===== src/rtl/sysrc_pkg.sv =====
package sysrc_pkg;
  typedef enum logic [1:0] {
    PM_RUN   = 2'd0,
    PM_IDLE  = 2'd1,
    PM_PDOWN = 2'd2
  } pmode_e;

  localparam logic [1:0] SEL_MODE   = 2'd0;
  localparam logic [1:0] SEL_RELOAD = 2'd1;
  localparam logic [1:0] SEL_KEY    = 2'd2;

  localparam logic [7:0] KEY_FIRST  = 8'h5A;
  localparam logic [7:0] KEY_SECOND = 8'hC3;
endpackage


===== src/rtl/sysrc_pin_qual.sv =====
module sysrc_pin_qual #(
  parameter int MIN_CYC   = 24,
  parameter int PULSE_CYC = 24
) (
  input  logic clk,
  input  logic rst_n,
  input  logic pin_in,
  input  logic wdt_ovf,
  output logic ext_rst,
  output logic pin_oe
);
  localparam int QW = $clog2(MIN_CYC + 1);
  localparam int PW = $clog2(PULSE_CYC + 1);
  localparam logic [QW-1:0] QMAX = QW'(MIN_CYC);
  localparam logic [PW-1:0] PMAX = PW'(PULSE_CYC);

  logic [QW-1:0] qual_q, qual_d;
  logic [PW-1:0] pulse_q, pulse_d;

  always_comb begin
    qual_d = qual_q;
    if (pin_oe || !pin_in) qual_d = '0;
    else if (qual_q != QMAX) qual_d = qual_q + 1'b1;

    pulse_d = pulse_q;
    if (wdt_ovf) pulse_d = PMAX;
    else if (pulse_q != '0) pulse_d = pulse_q - 1'b1;
  end

  always_ff @(posedge clk or negedge rst_n) begin
    if (!rst_n) begin
      qual_q  <= '0;
      pulse_q <= '0;
    end else begin
      qual_q  <= qual_d;
      pulse_q <= pulse_d;
    end
  end

  assign ext_rst = (qual_q == QMAX);
  assign pin_oe  = (pulse_q != '0);
endmodule


===== src/rtl/sysrc_wdt.sv =====
module sysrc_wdt
  import sysrc_pkg::*;
#(
  parameter int PRESC_DIV = 4,
  parameter int CNT_W     = 8
) (
  input  logic             clk,
  input  logic             rst_n,
  input  logic             soft_clr,
  input  logic             run,
  input  logic             wr_en,
  input  logic [1:0]       wr_sel,
  input  logic [CNT_W-1:0] wr_data,
  output logic             ovf
);
  localparam int PSW = (PRESC_DIV > 1) ? $clog2(PRESC_DIV) : 1;
  localparam logic [PSW-1:0]   PS_LAST = PSW'(PRESC_DIV - 1);
  localparam logic [CNT_W-1:0] CNT_TOP = '1;

  typedef enum logic [1:0] {UL_NONE, UL_HALF, UL_OPEN} unlock_e;

  logic [CNT_W-1:0] cnt_q, cnt_d, reload_q, reload_d;
  logic [PSW-1:0]   ps_q, ps_d;
  unlock_e          ul_q, ul_d;
  logic             tick;

  assign tick = run && (ps_q == PS_LAST);
  assign ovf  = tick && (cnt_q == CNT_TOP) && !soft_clr;

  always_comb begin
    cnt_d    = cnt_q;
    ps_d     = ps_q;
    reload_d = reload_q;
    ul_d     = ul_q;
    if (soft_clr) begin
      cnt_d = reload_q;
      ps_d  = '0;
      ul_d  = UL_NONE;
    end else begin
      if (run) begin
        ps_d = tick ? '0 : ps_q + 1'b1;
        if (tick) cnt_d = (cnt_q == CNT_TOP) ? reload_q : cnt_q + 1'b1;
      end else begin
        ps_d  = '0;
        cnt_d = reload_q;
      end
      if (wr_en) begin
        ul_d = UL_NONE;
        if (wr_sel == SEL_KEY) begin
          if (wr_data == KEY_FIRST) ul_d = UL_HALF;
          else if (wr_data == KEY_SECOND && ul_q == UL_HALF) ul_d = UL_OPEN;
        end else if (wr_sel == SEL_RELOAD && ul_q == UL_OPEN) begin
          reload_d = wr_data;
          cnt_d    = wr_data;
          ps_d     = '0;
        end
      end
    end
  end

  always_ff @(posedge clk or negedge rst_n) begin
    if (!rst_n) begin
      cnt_q    <= '0;
      ps_q     <= '0;
      reload_q <= '0;
      ul_q     <= UL_NONE;
    end else begin
      cnt_q    <= cnt_d;
      ps_q     <= ps_d;
      reload_q <= reload_d;
      ul_q     <= ul_d;
    end
  end
endmodule


===== src/rtl/sysrc_pmode.sv =====
module sysrc_pmode
  import sysrc_pkg::*;
(
  input  logic       clk,
  input  logic       rst_n,
  input  logic       core_rst,
  input  logic       wr_valid,
  input  logic [1:0] wr_sel,
  input  logic [1:0] mode_bits,
  input  logic       wdt_en,
  input  logic       irq,
  input  logic       pin_in,
  output pmode_e     mode,
  output logic       cpu_clk_en,
  output logic       periph_clk_en,
  output logic       osc_stop_req
);
  pmode_e mode_q, mode_d;

  always_comb begin
    mode_d = mode_q;
    if (core_rst) begin
      mode_d = PM_RUN;
    end else begin
      case (mode_q)
        PM_RUN:
          if (wr_valid && wr_sel == SEL_MODE) begin
            if (mode_bits[1] && !wdt_en) mode_d = PM_PDOWN;
            else if (mode_bits[0])       mode_d = PM_IDLE;
          end
        PM_IDLE:
          if (irq) mode_d = PM_RUN;
        default: mode_d = mode_q;
      endcase
    end
  end

  always_ff @(posedge clk or negedge rst_n) begin
    if (!rst_n) mode_q <= PM_RUN;
    else        mode_q <= mode_d;
  end

  assign mode          = mode_q;
  assign cpu_clk_en    = (mode_q == PM_RUN);
  assign periph_clk_en = (mode_q != PM_PDOWN);
  assign osc_stop_req  = (mode_q == PM_PDOWN) && !pin_in;
endmodule


===== src/rtl/sysrc_ctrl.sv =====
module sysrc_ctrl
  import sysrc_pkg::*;
#(
  parameter int MIN_RST_CYC = 24,
  parameter int PULSE_CYC   = 24,
  parameter int PRESC_DIV   = 4,
  parameter int WDT_W       = 8
) (
  input  logic             clk,
  input  logic             arst_n,
  input  logic             rst_pin_in,
  output logic             rst_pin_oe,
  input  logic             wdt_en_pin,
  input  logic             irq_pending,
  input  logic             wr_valid,
  input  logic [1:0]       wr_sel,
  input  logic [WDT_W-1:0] wr_data,
  output logic             core_rst,
  output logic             cpu_clk_en,
  output logic             periph_clk_en,
  output logic             osc_stop_req
);
  logic [1:0] rst_sync_q;
  logic       rst_n_q;
  logic       ext_rst, wdt_ovf, wdt_run, wdt_wr_en;
  pmode_e     mode;

  always_ff @(posedge clk or negedge arst_n) begin
    if (!arst_n) rst_sync_q <= '0;
    else         rst_sync_q <= {rst_sync_q[0], 1'b1};
  end
  assign rst_n_q = rst_sync_q[1];

  assign core_rst  = ext_rst || rst_pin_oe;
  assign wdt_run   = wdt_en_pin && (mode != PM_PDOWN);
  assign wdt_wr_en = wr_valid && (mode == PM_RUN);

  sysrc_pin_qual #(.MIN_CYC(MIN_RST_CYC), .PULSE_CYC(PULSE_CYC)) u_qual (
    .clk(clk), .rst_n(rst_n_q), .pin_in(rst_pin_in), .wdt_ovf(wdt_ovf),
    .ext_rst(ext_rst), .pin_oe(rst_pin_oe)
  );

  sysrc_wdt #(.PRESC_DIV(PRESC_DIV), .CNT_W(WDT_W)) u_wdt (
    .clk(clk), .rst_n(rst_n_q), .soft_clr(core_rst), .run(wdt_run),
    .wr_en(wdt_wr_en), .wr_sel(wr_sel), .wr_data(wr_data), .ovf(wdt_ovf)
  );

  sysrc_pmode u_pmode (
    .clk(clk), .rst_n(rst_n_q), .core_rst(core_rst), .wr_valid(wr_valid),
    .wr_sel(wr_sel), .mode_bits(wr_data[1:0]), .wdt_en(wdt_en_pin),
    .irq(irq_pending), .pin_in(rst_pin_in), .mode(mode),
    .cpu_clk_en(cpu_clk_en), .periph_clk_en(periph_clk_en),
    .osc_stop_req(osc_stop_req)
  );
endmodule


===== config.mk =====
export PLATFORM = sky130hd
export DESIGN_NAME = sysrc_ctrl
export DESIGN_NICKNAME = d
export VERILOG_FILES = /design/src/rtl/sysrc_pkg.sv /design/src/rtl/sysrc_pin_qual.sv /design/src/rtl/sysrc_wdt.sv /design/src/rtl/sysrc_pmode.sv /design/src/rtl/sysrc_ctrl.sv
export SDC_FILE = /design/constraint.sdc
export NUM_CORES = 1
export LEC_CHECK = 0
export CAP_MARGIN = 5
export CORE_UTILIZATION = 40
export CTS_BUF_LIST = sky130_fd_sc_hd__clkbuf_2 sky130_fd_sc_hd__clkbuf_4 sky130_fd_sc_hd__clkbuf_8
export CTS_CLUSTER_SIZE = 14
export DETAILED_ROUTE_END_ITERATION = 10
export SYNTH_ARGS = -nofsm -noshare
export SYNTH_HDL_FRONTEND = slang
export SYNTH_SLANG_ARGS = --single-unit

===== constraint.sdc =====
create_clock -name clk -period 4.8 [get_ports clk]
set_clock_uncertainty 0.05 [all_clocks]
set_input_delay 1.44 -clock clk [delete_from_list [all_inputs] [get_ports clk]]
set_output_delay 1.44 -clock clk [all_outputs]
set_load 0.05 [all_outputs]

---- Yosys cells after proc, flatten, opt, wreduce, memory -nomap -nowiden ----
Cells that the tools add are included.
word-level totals
  flip-flop bits (word level) ............. 34
  bits in latches ......................... 0
  RAM bits ................................ 0
  ROM bits ................................ 0
  bits of input ports ..................... 16
  output and inout bits ................... 5
  word-level logic and storage cells ...... 82
  memories ................................ 0
operators by class
  $add $sub $neg .......................... 4
  $mul .................................... 0
  div/mod/pow operators ................... 0
  $lt $le $gt $ge ......................... 0
  eq/ne operators ......................... 16
  shift-type cells ........................ 0
  muxes and demuxes ....................... 28
  bitwise logic cells ..................... 2
  reductions and logical operators ........ 24
operators by type and width
  cell                                                  count
  two-way mux 8 bit                                     7
  two-way mux 2 bit                                     16
  two-way mux 5 bit                                     4
  equality test 8 bit (second input constant)           2
  logical AND 1 bit                                     10
  adder 8 x 1 -> 8 bit (second input constant)          1
  equality test 2 bit (second input constant)           4
  equality test 8 x 7 -> 1 bit (second input constant)  1
  AND reduction 4 bit                                   2
  equality test 2 x 1 -> 1 bit (second input constant)  3
  nonzero test 2 bit                                    3
  adder 5 x 1 -> 5 bit (second input constant)          1
  equality test 5 bit (second input constant)           1
  != test 5 bit (second input constant)                 1
  nonzero test 5 bit                                    1
  subtractor 5 x 1 -> 5 bit (second input constant)     1
  zero test 2 bit                                       2
  != test 4 x 2 -> 1 bit (second input constant)        1
  case mux 2 bit (2 select lines)                       1
  zero test 1 bit                                       3
  != test 3 x 1 -> 1 bit (second input constant)        1
  != test 3 x 2 -> 1 bit (second input constant)        1
  nonzero test 3 bit                                    1
  adder 2 x 1 -> 2 bit (second input constant)          1
  3 further kinds                                       5

---- Depth between registers and ports, before layout ----
  depth in word-level cells ............... 9
  gate-level depth with buffers ........... 9
  depth with buffers taken out ............ 7

---- Hierarchy ----
Synthesis repeated with hierarchy kept, for this count alone.
unflattened totals
  cell total of the unflattened synthesis .. 206
  area, all modules ....................... 1909.3 µm²
by module, submodules not included
  module          times used  cells each  area each (µm²)  seq. area each (µm²)
  sysrc_wdt       1           134         1201.2           500.5
  sysrc_pin_qual  1           50          503.0            250.2
  sysrc_pmode     1           15          126.4            50.0
  sysrc_ctrl      1           7           78.8             50.0

---- Worst setup path before layout ----
OpenSTA, ideal clock, no wires.
  kind .................................... input-to-output
  from .................................... input rst_pin_in
  to ...................................... output osc_stop_req
  arrival time ............................ 2.094 ns
  required time ........................... 3.310 ns
  slack ................................... 1.216 ns
  cell stages on the path ................. 1
  path buffers ............................ 0
  cells stage by stage .................... nor2_1
between the ends
  cells in the longest elaborated chain, start to end .. 2
ends and longest elaborated chain
  element            RTL line           source
  from (decl)        sysrc_ctrl.sv:11   input logic rst_pin_in,
  zero test 1 bit    sysrc_pmode.sv:46  assign osc_stop_req = (mode_q == PM_PDOWN) && !pin_in;
  logical AND 1 bit  sysrc_pmode.sv:46
  to (decl)          sysrc_ctrl.sv:21   output logic osc_stop_req
Every way passes these cells.

---- Final worst setup path ----
Same ends and word-level chain as after synthesis.

==> flow_summary.ini <==
[run_status]
status = finished, final reports clean

[power]
powerDensity_nw_per_um2 = 333
leakagePower_nw = 0.999
ir_worst_vdd_mv = 0.290
power_mw = 0.731

[global_route]
grt_antenna_before_repair = 0
track_usage_pct = 17.6
grt-ovfl-total = 0
first_global_vias = 1439
grt_pass1_wl_um = 6790
grt_max_degree = 33

[clock_tree]
cts_sinks = 34
cts.repair.resized = 0
numCtsBuffers = 5
cts_tree = done
insertion_delay_ps = 290
root_buffer = clkbuf_8
post_cts_buffers = 0
cts_max_path_buffers = 2
htree_levels = 2
clk_pin_slew_worst_paths_ps = 70
hold_buffers = 0

[floorplanning]
initial_core_util_pct = 42.2
boundaryPins = 21
design.die.area_sq_um = 4900
core-area_sq_um = 4380
rows = 24
die_height_um = 70.0
die_w_um = 70.0

[route]
wl_per_cell_um = 13.7
wl_um = 3900
vias = 1515
first_pass_iters = 5
remaining_drc_errors = 0
drt_iter0_drc = 55
drtAntennaViolNets = 0
viasPerCell = 5.33

[layout]
syn_to_final_growth_pct = 18.8
n_fill_cell = 452
drive_above_1_share_pct = 6.90
final_cell_mix = nand2_1, dfrtp_1, nor2_1, clkdlybuf4s50_1, a21oi_1
insertedDiodeCount = 0
nets = 253

[synthesis]
syn_nets = 229
synthDistinctLibCells = 47
seq_area_frac_synth_pct = 46.0
syn_area_sq_um = 1850
yosys_register_bits = 34
ys_warn_count = 0
synth-edff-count = 0
synthArstFlopShare_pct = 100
synthFlopType = dfrtp_1
syn-mean-instance-area_sq_um = 8.93
netlist_instances = 207

[worst_setup_path]
r2r_end = u_wdt.cnt_q[5]
worstRegToRegCells = 7
worst-path-max-fanout = 2
crit_arrival_ps = 2790
worstSetupStartpoint = rst_pin_in
critPathMostFrequentCell = clkdlybuf4s50_1
worstSetupPathType = input port to output pin
regToRegStartpoint = u_qual.pulse_q[0]
cp_data_required_time_ps = 3310
cpMaxStageDelayCell = clkdlybuf4s50_1
r2r_slack_ps = 2530
max_stage_delay_ps = 810
critPathLaunchType = input port
crit_buf_inv = 2
cp-end-kind = output pin
path_cells = clkdlybuf4s50_1, nor2_1, clkdlybuf4s50_1
critical_path.top_delay_family = buffers and inverters

[sta]
fmax_mhz = 234
rsz0062_at_grt = no
finalSetupViolCount = 0
final.setup.tns_ps = 0
final-hold-violation-count = 0
fin_crit_sh_pct = 89.2
maxSlewHeadroom_pct = 66.4
period_needed_ps = 4280
drv_slew = 0
worstMarginPinSlew_ps = 502

[placement]
dp_hpwl_um = 2950
port_buffers = 20
routabilityCongestion = 0.778

[hold_path]
min_path_type = flip-flop to async pin

[flow_run]
max_cap_viol_count = 0
==> final cells by class <==
class	instances	area (sq um)	share of cell area (%)
clock buffer	6	82.6	3.76
timing repair buffer	21	208	9.46
inverter	9	33.8	1.54
sequential	34	851	38.8
multi-input combinational	160	942	42.9
clock inverter	2	12.5	0.570
tap	52	65.1	2.96
==> registers in the layout (all words and copies together), names as in the netlist <==
signal / count
rst_sync_q: 2
u_pmode.mode: 2
u_qual.pulse_q: 5
u_qual.qual_q: 5
u_wdt.cnt_q: 8
u_wdt.ps_q: 2
u_wdt.reload_q: 8
u_wdt.ul_q: 2
==> worst register-to-register path: stages (launching register included) <==
cell and delay, ps:
dfrtp_1 400, inv_1 80, ha_1 170, nor4b_4 410, nand4_1 310, nor2_2 360, a21boi_1 280, a221o_1 150
==> cells in the mapped netlist (all sizes together), types with 2 or more instances <==
library cell	instances	area share [%]
o21a	2	0.81
dfrtp	34	46
nor3	9	3.0
o21ai	12	3.2
nor4b	3	2.2
o22ai	2	0.68
nor2b	2	0.68
buf	3	0.95
and2	6	2.0
nor4	2	0.68
or3	4	1.4
xnor2	2	0.95
a21oi	13	3.5
nand3	9	2.4
nand2b	3	1.0
inv	9	1.8
xor2	4	1.9
nand4	4	1.4
nand2	35	7.2
nor2	22	4.6
ha	6	4.1
nand3b	2	0.81
==> kinds of logic after synthesis <==
group           after synthesis  share of synthesized area, %
buf+inv                      13                          2.98
compound gates               39                          13.1
fa+ha+maj                     6                          4.06
other cells                   1                         0.203
mux                           2                          1.15
simple gates                106                          29.7
flops                        34                          46.0
xor+xnor                      6                          2.84
==> routing by layer <==
layer	up-vias	GRT usage [%]	routed length (um)
met2	32	25.9	1760
li1	770	-	-
met1	707	25.1	1900
met3	6	3.90	164
met4	0	7.33	72
met5	-	0	0
==> worst max path at each step <==
stage / cells past startpoint / slack (ps) / end
after CTS: 3 / 510 / osc_stop_req
after detailed placement: 3 / 510 / osc_stop_req
after global placement: 3 / 550 / osc_stop_req
after floorplan: 1 / 1220 / osc_stop_req
after global routing: 3 / 470 / osc_stop_req
final: 3 / 520 / osc_stop_req
==> power breakdown <==
part | internal [mW] | switching [mW] | leakage (nW) | total (mW)
combinational | 0.0704 | 0.112 | 0.509 | 0.183
clock | 0.115 | 0.101 | 0.0472 | 0.216
sequential | 0.309 | 0.0235 | 0.443 | 0.333
==> per-stage QoR <==
step	hold slack, ps	util (%)	setup WS [ps]	std cells	cell area, sq um
final	208	50.1	518	284	2190
after floorplan	281	-	1220	207	1850
after detailed placement	223	47.9	509	276	2100
after global routing	268	50.1	473	284	2190
after global placement	230	47.9	547	276	2100
after CTS	230	50.1	513	284	2190
Note: power is estimated with default switching activity, not from simulation.
